--- config.mk ---
export PLATFORM = sky130hd
export DESIGN_NAME = tod_alarm
export DESIGN_NICKNAME = d
export VERILOG_FILES = /design/src/rtl/tod_alarm_pkg.sv /design/src/rtl/alarm_regs.sv /design/src/rtl/alarm_match.sv /design/src/rtl/alarm_flag.sv /design/src/rtl/tod_alarm.sv
export SDC_FILE = /design/constraint.sdc
export NUM_CORES = 1
export LEC_CHECK = 0
export ABC_AREA = 1
export BUFFER_PORTS_ARGS = -buffer_cell sky130_fd_sc_hd__buf_2
export CAP_MARGIN = 25
export CORE_MARGIN = 2
export CORE_UTILIZATION = 48
export CTS_BUF_LIST = sky130_fd_sc_hd__clkbuf_16
export CTS_CLUSTER_DIAMETER = 40
export DETAILED_ROUTE_END_ITERATION = 10
export GPL_TIMING_DRIVEN = 0
export PLACE_DENSITY = 0.78
export SLEW_MARGIN = 20
export SYNTH_ARGS = -nofsm -noshare
export SYNTH_HDL_FRONTEND = slang
export SYNTH_SLANG_ARGS = --single-unit
--- constraint.sdc ---
create_clock -name clk -period 1.2 [get_ports clk]
set_clock_uncertainty 0.05 [all_clocks]
set_input_delay 0.3 -clock clk [delete_from_list [all_inputs] [get_ports clk]]
set_output_delay 0.3 -clock clk [all_outputs]
set_load 0.005 [all_outputs]
--- src/rtl/tod_alarm_pkg.sv ---
package tod_alarm_pkg;
  parameter int unsigned DW    = 8;
  parameter int unsigned DAY_W = 3;

  typedef enum logic [1:0] {
    SLOT_MIN  = 2'd0,
    SLOT_HOUR = 2'd1,
    SLOT_DAY  = 2'd2,
    SLOT_NONE = 2'd3
  } slot_e;

  typedef struct packed {
    logic [DW-1:0] min_r;
    logic [DW-1:0] hour_r;
    logic [DW-1:0] day_r;
  } alarm_cfg_t;
endpackage

--- src/rtl/alarm_regs.sv ---
module alarm_regs
  import tod_alarm_pkg::*;
#(
  parameter int unsigned W  = DW,
  parameter int unsigned DWD = DAY_W
) (
  input  logic         clk,
  input  logic         rst,
  input  logic         acc,
  input  logic         we,
  input  slot_e        slot,
  input  logic [W-1:0] wdata,
  output alarm_cfg_t   cfg,
  output logic [W-1:0] rdata,
  output logic         clr
);
  localparam logic [W-1:0] DAY_KEEP = {1'b1, {(W-1-DWD){1'b0}}, {DWD{1'b1}}};

  assign clr = acc && (slot != SLOT_NONE);

  always_ff @(posedge clk) begin
    if (rst) begin
      cfg   <= '0;
      rdata <= '0;
    end else begin
      rdata <= '0;
      if (acc && we) begin
        case (slot)
          SLOT_MIN:  cfg.min_r  <= wdata;
          SLOT_HOUR: cfg.hour_r <= wdata;
          SLOT_DAY:  cfg.day_r  <= wdata & DAY_KEEP;
          default: ;
        endcase
      end else if (acc) begin
        case (slot)
          SLOT_MIN:  rdata <= cfg.min_r;
          SLOT_HOUR: rdata <= cfg.hour_r;
          SLOT_DAY:  rdata <= cfg.day_r;
          default:   rdata <= '0;
        endcase
      end
    end
  end

  p_day_pad_zero_r3: assert property (@(posedge clk) disable iff (rst)
    (acc && !we && slot == SLOT_DAY) |=> ((rdata & ~DAY_KEEP) == '0));
  p_unused_slot_zero_r2: assert property (@(posedge clk) disable iff (rst)
    (acc && !we && slot == SLOT_NONE) |=> (rdata == '0));
  p_idle_rdata_zero_r2: assert property (@(posedge clk) disable iff (rst)
    !(acc && !we) |=> (rdata == '0));
endmodule

--- src/rtl/alarm_match.sv ---
module alarm_match
  import tod_alarm_pkg::*;
#(
  parameter int unsigned W   = DW,
  parameter int unsigned DWD = DAY_W
) (
  input  logic         clk,
  input  logic         rst,
  input  alarm_cfg_t   cfg,
  input  logic         chk,
  input  logic [W-1:0] sec,
  input  logic [W-1:0] min,
  input  logic [W-1:0] hour,
  input  logic [W-1:0] day,
  output logic         hit
);
  localparam logic [W-1:0] SEC_LAST = W'('h59);
  localparam int unsigned NF = 3;

  logic [NF-1:0] field_ok;
  logic [NF-1:0] field_mask;
  logic [W-2:0]  cur_f [NF];
  logic [W-2:0]  ref_f [NF];

  assign cur_f[0] = min[W-2:0];
  assign ref_f[0] = cfg.min_r[W-2:0];
  assign cur_f[1] = hour[W-2:0];
  assign ref_f[1] = cfg.hour_r[W-2:0];
  assign cur_f[2] = (W-1)'(day[DWD-1:0]);
  assign ref_f[2] = (W-1)'(cfg.day_r[DWD-1:0]);
  assign field_mask = {cfg.day_r[W-1], cfg.hour_r[W-1], cfg.min_r[W-1]};

  for (genvar i = 0; i < NF; i++) begin : g_field
    assign field_ok[i] = field_mask[i] || (cur_f[i] == ref_f[i]);
  end

  assign hit = chk && (&field_ok) && (!field_mask[0] || sec == SEC_LAST);

  p_minute_mask_rollover_r7: assert property (@(posedge clk) disable iff (rst)
    (hit && cfg.min_r[W-1]) |-> (sec == SEC_LAST));
  p_no_strobe_no_hit_r8: assert property (@(posedge clk) disable iff (rst)
    !chk |-> !hit);
endmodule

--- src/rtl/alarm_flag.sv ---
module alarm_flag (
  input  logic clk,
  input  logic rst,
  input  logic hit,
  input  logic clr,
  output logic flag,
  output logic irq
);
  logic nxt;

  always_comb begin
    nxt = flag;
    if (clr) nxt = 1'b0;
    if (hit) nxt = 1'b1;
  end

  always_ff @(posedge clk) begin
    if (rst) begin
      flag <= 1'b0;
      irq  <= 1'b0;
    end else begin
      flag <= nxt;
      irq  <= nxt;
    end
  end

  p_set_wins_r10: assert property (@(posedge clk) disable iff (rst)
    hit |=> (flag && irq));
  p_clear_on_access_r9: assert property (@(posedge clk) disable iff (rst)
    (clr && !hit) |=> (!flag && !irq));
  p_sticky_r9: assert property (@(posedge clk) disable iff (rst)
    (!clr && !hit) |=> $stable(flag));
  p_irq_follows_flag_r9: assert property (@(posedge clk) disable iff (rst)
    irq == flag);
endmodule

--- src/rtl/tod_alarm.sv ---
module tod_alarm
  import tod_alarm_pkg::*;
(
  input  logic          clk,
  input  logic          rst,
  input  logic          bus_sel,
  input  logic          bus_we,
  input  logic [1:0]    bus_addr,
  input  logic [DW-1:0] bus_wdata,
  output logic [DW-1:0] bus_rdata,
  input  logic          tick_chk,
  input  logic [DW-1:0] cur_sec,
  input  logic [DW-1:0] cur_min,
  input  logic [DW-1:0] cur_hour,
  input  logic [DW-1:0] cur_day,
  output logic          alarm_flag,
  output logic          alarm_irq
);
  alarm_cfg_t cfg;
  logic       clr;
  logic       hit;

  alarm_regs #(.W(DW), .DWD(DAY_W)) u_regs (
    .clk(clk), .rst(rst), .acc(bus_sel), .we(bus_we),
    .slot(slot_e'(bus_addr)), .wdata(bus_wdata),
    .cfg(cfg), .rdata(bus_rdata), .clr(clr)
  );

  alarm_match #(.W(DW), .DWD(DAY_W)) u_match (
    .clk(clk), .rst(rst), .cfg(cfg), .chk(tick_chk),
    .sec(cur_sec), .min(cur_min), .hour(cur_hour), .day(cur_day),
    .hit(hit)
  );

  alarm_flag u_flag (
    .clk(clk), .rst(rst), .hit(hit), .clr(clr),
    .flag(alarm_flag), .irq(alarm_irq)
  );
endmodule

After elaboration in Yosys (flattened, before gate mapping)

Index checks and enable logic that the tools add are counted.

Memory bits (read-only): 0
Output and inout port bits: 10
Input bits: 47
Memories: 0
RAM bits: 0
Bits in registers: 29
Bits in latches: 0

$mul: 0
Muxes and demuxes: 3
Eq/ne operators: 7
Divide/modulo/power cells: 0
Shift-type cells: 0
Reduce and logical (&&, ||, !) cells: 16
Magnitude comparators: 0
Add/sub/neg operators: 0
Bitwise logic cells: 1

Operators with widths:

| operator                                            | count |
|---|---|
| case mux 8 bit (3 select lines)                     | 1 |
| equality test 7 bit                                 | 2 |
| equality test 8 x 7 -> 1 bit, second input constant | 1 |
| AND reduction 2 bit                                 | 3 |
| logical AND 1 bit                                   | 4 |
| logical OR 1 bit                                    | 4 |
| equality test 3 bit                                 | 1 |
| AND reduction 3 bit                                 | 1 |
| OR reduction 3 bit                                  | 1 |
| equality test 2 x 1 -> 1 bit, second input constant | 1 |
| equality test 2 bit, second input constant          | 1 |
| logical NOT 2 bit                                   | 1 |
| 2-to-1 mux 1 bit                                    | 2 |
| != test 2 bit, second input constant                | 1 |
| nonzero test 2 bit                                  | 1 |
| logical NOT 1 bit                                   | 1 |
| NOT 1 bit                                           | 1 |

Logic depth before layout (Yosys ltp)

Depth after elaboration: 6
Mapped depth: 9
Gate-level depth less buffers: 9

Cells and area by module

Synthesis repeated with hierarchy kept, for this count alone.

Cell total of the unflattened synthesis: 258
Area, all modules: 1684.1 um^2

By module, submodules not included:

| module      | instances | seq. area each (um^2) | cells each | area each (um^2) |
|---|---|---|---|---|
| alarm_regs  | 1         | 560.5                 | 183        | 1312.5 |
| alarm_match | 1         | 0.0                   | 69         | 324.1 |
| alarm_flag  | 1         | 20.0                  | 6          | 47.5 |

Worst setup path after synthesis

Ideal clock, no wire load.

Path type: input port to flip-flop
From: input bus_addr[1]
To: register, netlist name u_regs.cfg[21]
Path slack: 61 ps
Setup time: 119 ps
Data arrival time: 969 ps
Data required time: 1031 ps
Cell stages on the path: 5
Cell sequence: nor2_2 -> nand2_1 -> buf_2 -> o21ai_0 -> a21oi_1

Word-level cells in the longest chain between the ends: 2

Ends and longest elaborated chain:

| element                       | line             | source |
|---|---|---|
| from (decl)                   | tod_alarm.sv:8   | `input logic [1:0] bus_addr,` |
| logical NOT 2 bit             | alarm_regs.sv:28 | `case (slot)` |
| AND reduction 2 bit (no line) | --               |  |

Every way passes these cells.
A chain may end at the register's enable or synchronous reset.

Worst setup path after layout

From: register u_flag.irq
To: output alarm_irq

RTL lines:

| element                | line             | source |
|---|---|---|
| from (decl)            | alarm_flag.sv:7  | `output logic irq` |
| from (signal assigned) | alarm_flag.sv:23 | `irq <= nxt;` |
| to (decl)              | tod_alarm.sv:17  | `output logic alarm_irq` |

No word-level cell between the ends.

==> impl_metrics.yaml <==
cells_and_area:
  num_antenna_cells: 0
  syn2layout_area_growth_pct: 31.0
  final_cells: 318
  nets: 333
  fill_cells: 255
  drive_gt1_frac: 0.244
  final_util: 0.674
power_and_ir_drop:
  p_clk_frac: 0.474
  leakage_nw: 0.985
  power.total_mw: 2.43
  p_int_mw: 1.86
  p_switching_mw: 0.577
  pwr-share-comb: 0.111
  p_per_area_nw_per_um2: 1270
  vdd_ir_drop_max_mv: 1.23
  seq_power_share: 0.415
  p_sw_frac: 0.237
placed_design:
  dp_hpwl_microns: 2600
  dp_cells: 308
  gp_congestion: 0.823
  numPortBuffers: 49
logic_synthesis:
  syn_inst: 228
  synth.yosys.seq_area_share: 0.399
  synth_nets: 275
  yosysTopAreaCell: "dfxtp_1"
  synth_top_area_frac: 0.399
  yosysWarnings: 0
  ys_top_cells_by_area: "dfxtp_1 40%, nand2_1 18%, inv_1 9.8%"
  netlist-cell-type-count: 20
  synth_area_sq_um: 1460
  synth-seq-cells: 29
  synth.avg_cell_area_sq_um: 6.39
critical_path:
  worst-endpoint-arrival_ns: 0.82
  path_max_fanout: 3
  cp-end-kind: "output port"
  critPathRequiredTime_ns: 0.85
  crit_type: "register to output port"
  rr_startpoint: "u_regs.cfg[10]"
  r2r-end: "u_flag.irq"
  startpoint_type: "register"
  r2r.worst_path.cells: 7
  reg2reg_setup_slack_ns: 0.08
cts:
  path_clk_slew_ns: 0.05
  tritoncts: "done"
  clockBufferDepth: 2
  cts.sinks: 29
  root_buffer: "clkbuf_16"
  cts_max_level: 2
  clkLatencyLatePin_ns: 0.27
  cts_buffers: 5
worst_hold_path:
  min_path_type: "input pin to register"
  hp-start: "rst"
  holdPathEnd: "u_flag.irq"
  holdPathStages: 2
die:
  fp-row-count: 19
  initial_core_util: 0.515
  coreArea_sq_um: 2830
  num_io_pins: 57
  fp.dieH_microns: 59.1
  chipWidth_microns: 59.1
  dieArea_sq_um: 3490
global_routing:
  grt_overflow_total: 0
  grt_pass1_vias: 1170
  antenna_found_initial: 0
  grt_pass1_wl_microns: 5120
  grt_max_degree: 11
  grt_usage: 0.200
detailed_routing:
  via_per_inst: 4.81
  drtAntennaViolNets: 0
  wl_per_cell_microns: 10.6
  first_pass_iters: 4
  drt-total-wl_microns: 3380
  dr_total_vias: 1528
  drtIter0Drc: 41
  drc: 0
sta:
  hold_viol: 0
  fin_crit_sh: 0.974
  maxSlewHeadroom: 0.767
  tns_ns: 0
  hold_slack_ns: 0.139
  setup_violations: 0
  fin_crit_ns: 1.17
  slew_viol_final: 0
  tightestPinTransition_ns: 0.349
  max_clock_freq_mhz: 856
status:
  status: "finished, final reports clean"
job:
  drv_cap: 0
==> area by class of cell <==
type / instances / area, sq um / share of cell area
buffer: 5 / 33.8 / 0.0177
clock buffer: 5 / 125 / 0.0656
clock inverter: 3 / 12.5 / 0.00656
inverter: 41 / 154 / 0.0807
multi-input combinational: 153 / 701 / 0.367
sequential: 29 / 583 / 0.306
tap: 31 / 38.8 / 0.0203
timing repair buffer: 51 / 260 / 0.136
==> sequential cells by signal (all words and copies together), names as in the netlist <==
signal	count
u_regs.rdata	8
u_flag.irq	1
u_regs.cfg	20
==> cells by family (layout without fill, tap and decap cells) <==
| kind of cell | count (synthesis) | count (layout) | synth area share |
|---|---|---|---|
| DFF | 29 | 29 | 0.399 |
| and+or+nand+nor | 100 | 100 | 0.280 |
| AOI/OAI and AO/OA | 49 | 49 | 0.170 |
| buffers and inverters | 46 | 105 | 0.127 |
| xor gates and xnor gates | 4 | 4 | 0.0241 |
==> power by group through the flow <==
stage | clock network (mW) | logic, mW | registers (mW)
final | 1.15 | 0.269 | 1.01
after global routing | 1.21 | 0.304 | 1.01
after CTS | 1.16 | 0.260 | 1.01
after detailed placement | 0 | 0.256 | 1.03
after global placement | 0 | 0.252 | 1.03
after floorplan | 0 | 0.145 | 1.02
==> critical path, cell delays in order, from the launching register on <==
cell and delay, ns:
dfxtp_2 0.32, buf_4 0.12, buf_2 0.11
==> cells in the mapped netlist <==
library cell and instances:
o21bai_1 1, buf_6 1, clkbuf_1 2, inv_1 38
nand2_1 70, buf_4 1, o21ai_1 2, xor2_1 1
o21ai_0 25, nor3_1 3, nor2_1 17, nor2b_1 2
xnor2_1 3, dfxtp_1 29, a21oi_1 21, inv_2 3
nor2_2 1, nor2_4 2, nand3_1 5, buf_2 1
==> layer usage <==
metal	part of all wire	routed length, microns	vias up	global-route usage
li1	-	-	818	-
met1	0.48	1630	657	0.269
met2	0.44	1470	49	0.300
met3	0.071	240	4	0.0677
met4	0.011	38	0	0.0682
met5	0	0	-	0
==> per-stage QoR <==
stage	worst slack, ns	area (sq um)
CTS	0.0215	1880
finish	0.0315	1910
detailed placement	-0.404	1740
global route	-0.000417	1910
floorplan	0.0612	1460
global placement	-0.419	1740
==> what timing repair did <==
item	CTS	global route
pin swaps	0	1
setup buffers	0	2
hold endpoints to repair	0	0
setup endpoints to repair	4	13
hold buffers	0	0
resized for setup	2	7
==> worst max-delay path by stage <==
stage / to / slack, ns / depth (start not counted) / start
3_3_place_gp: u_regs.cfg[22] / -0.42 / 6 / bus_addr[1]
4_1_cts: alarm_irq / 0.02 / 2 / u_flag.irq
5_1_grt: u_regs.cfg[14] / -0.0004 / 9 / bus_addr[0]
3_5_place_dp: u_regs.cfg[22] / -0.40 / 6 / bus_addr[1]
2_1_floorplan: u_regs.cfg[21] / 0.06 / 5 / bus_addr[1]
6_report: alarm_irq / 0.03 / 2 / u_flag.irq
==> layout by cell type, fill, tap and decap left out <==
master / Yosys / routed
inv_2: 3 / 3
o21bai_1: 1 / 1
buf_2: 1 / 49
clkinv_1: 0 / 2
a21oi_1: 21 / 21
clkbuf_1: 2 / 2
o21ai_1: 2 / 5
inv_1: 38 / 38
nand2_1: 70 / 69
xor2_1: 1 / 1
nand2_2: 0 / 1
nor2_4: 2 / 3
nor2_1: 17 / 16
clkinv_2: 0 / 1
nand3_1: 5 / 5
nor3_1: 3 / 3
nor2_2: 1 / 1
buf_4: 1 / 3
dfxtp_1: 29 / 27
clkbuf_4: 0 / 1
xnor2_1: 3 / 3
clkbuf_16: 0 / 5
buf_6: 1 / 1
dfxtp_2: 0 / 2
o21ai_0: 25 / 22
nor2b_1: 2 / 2
No activity file was read; power rests on OpenSTA's default activity.
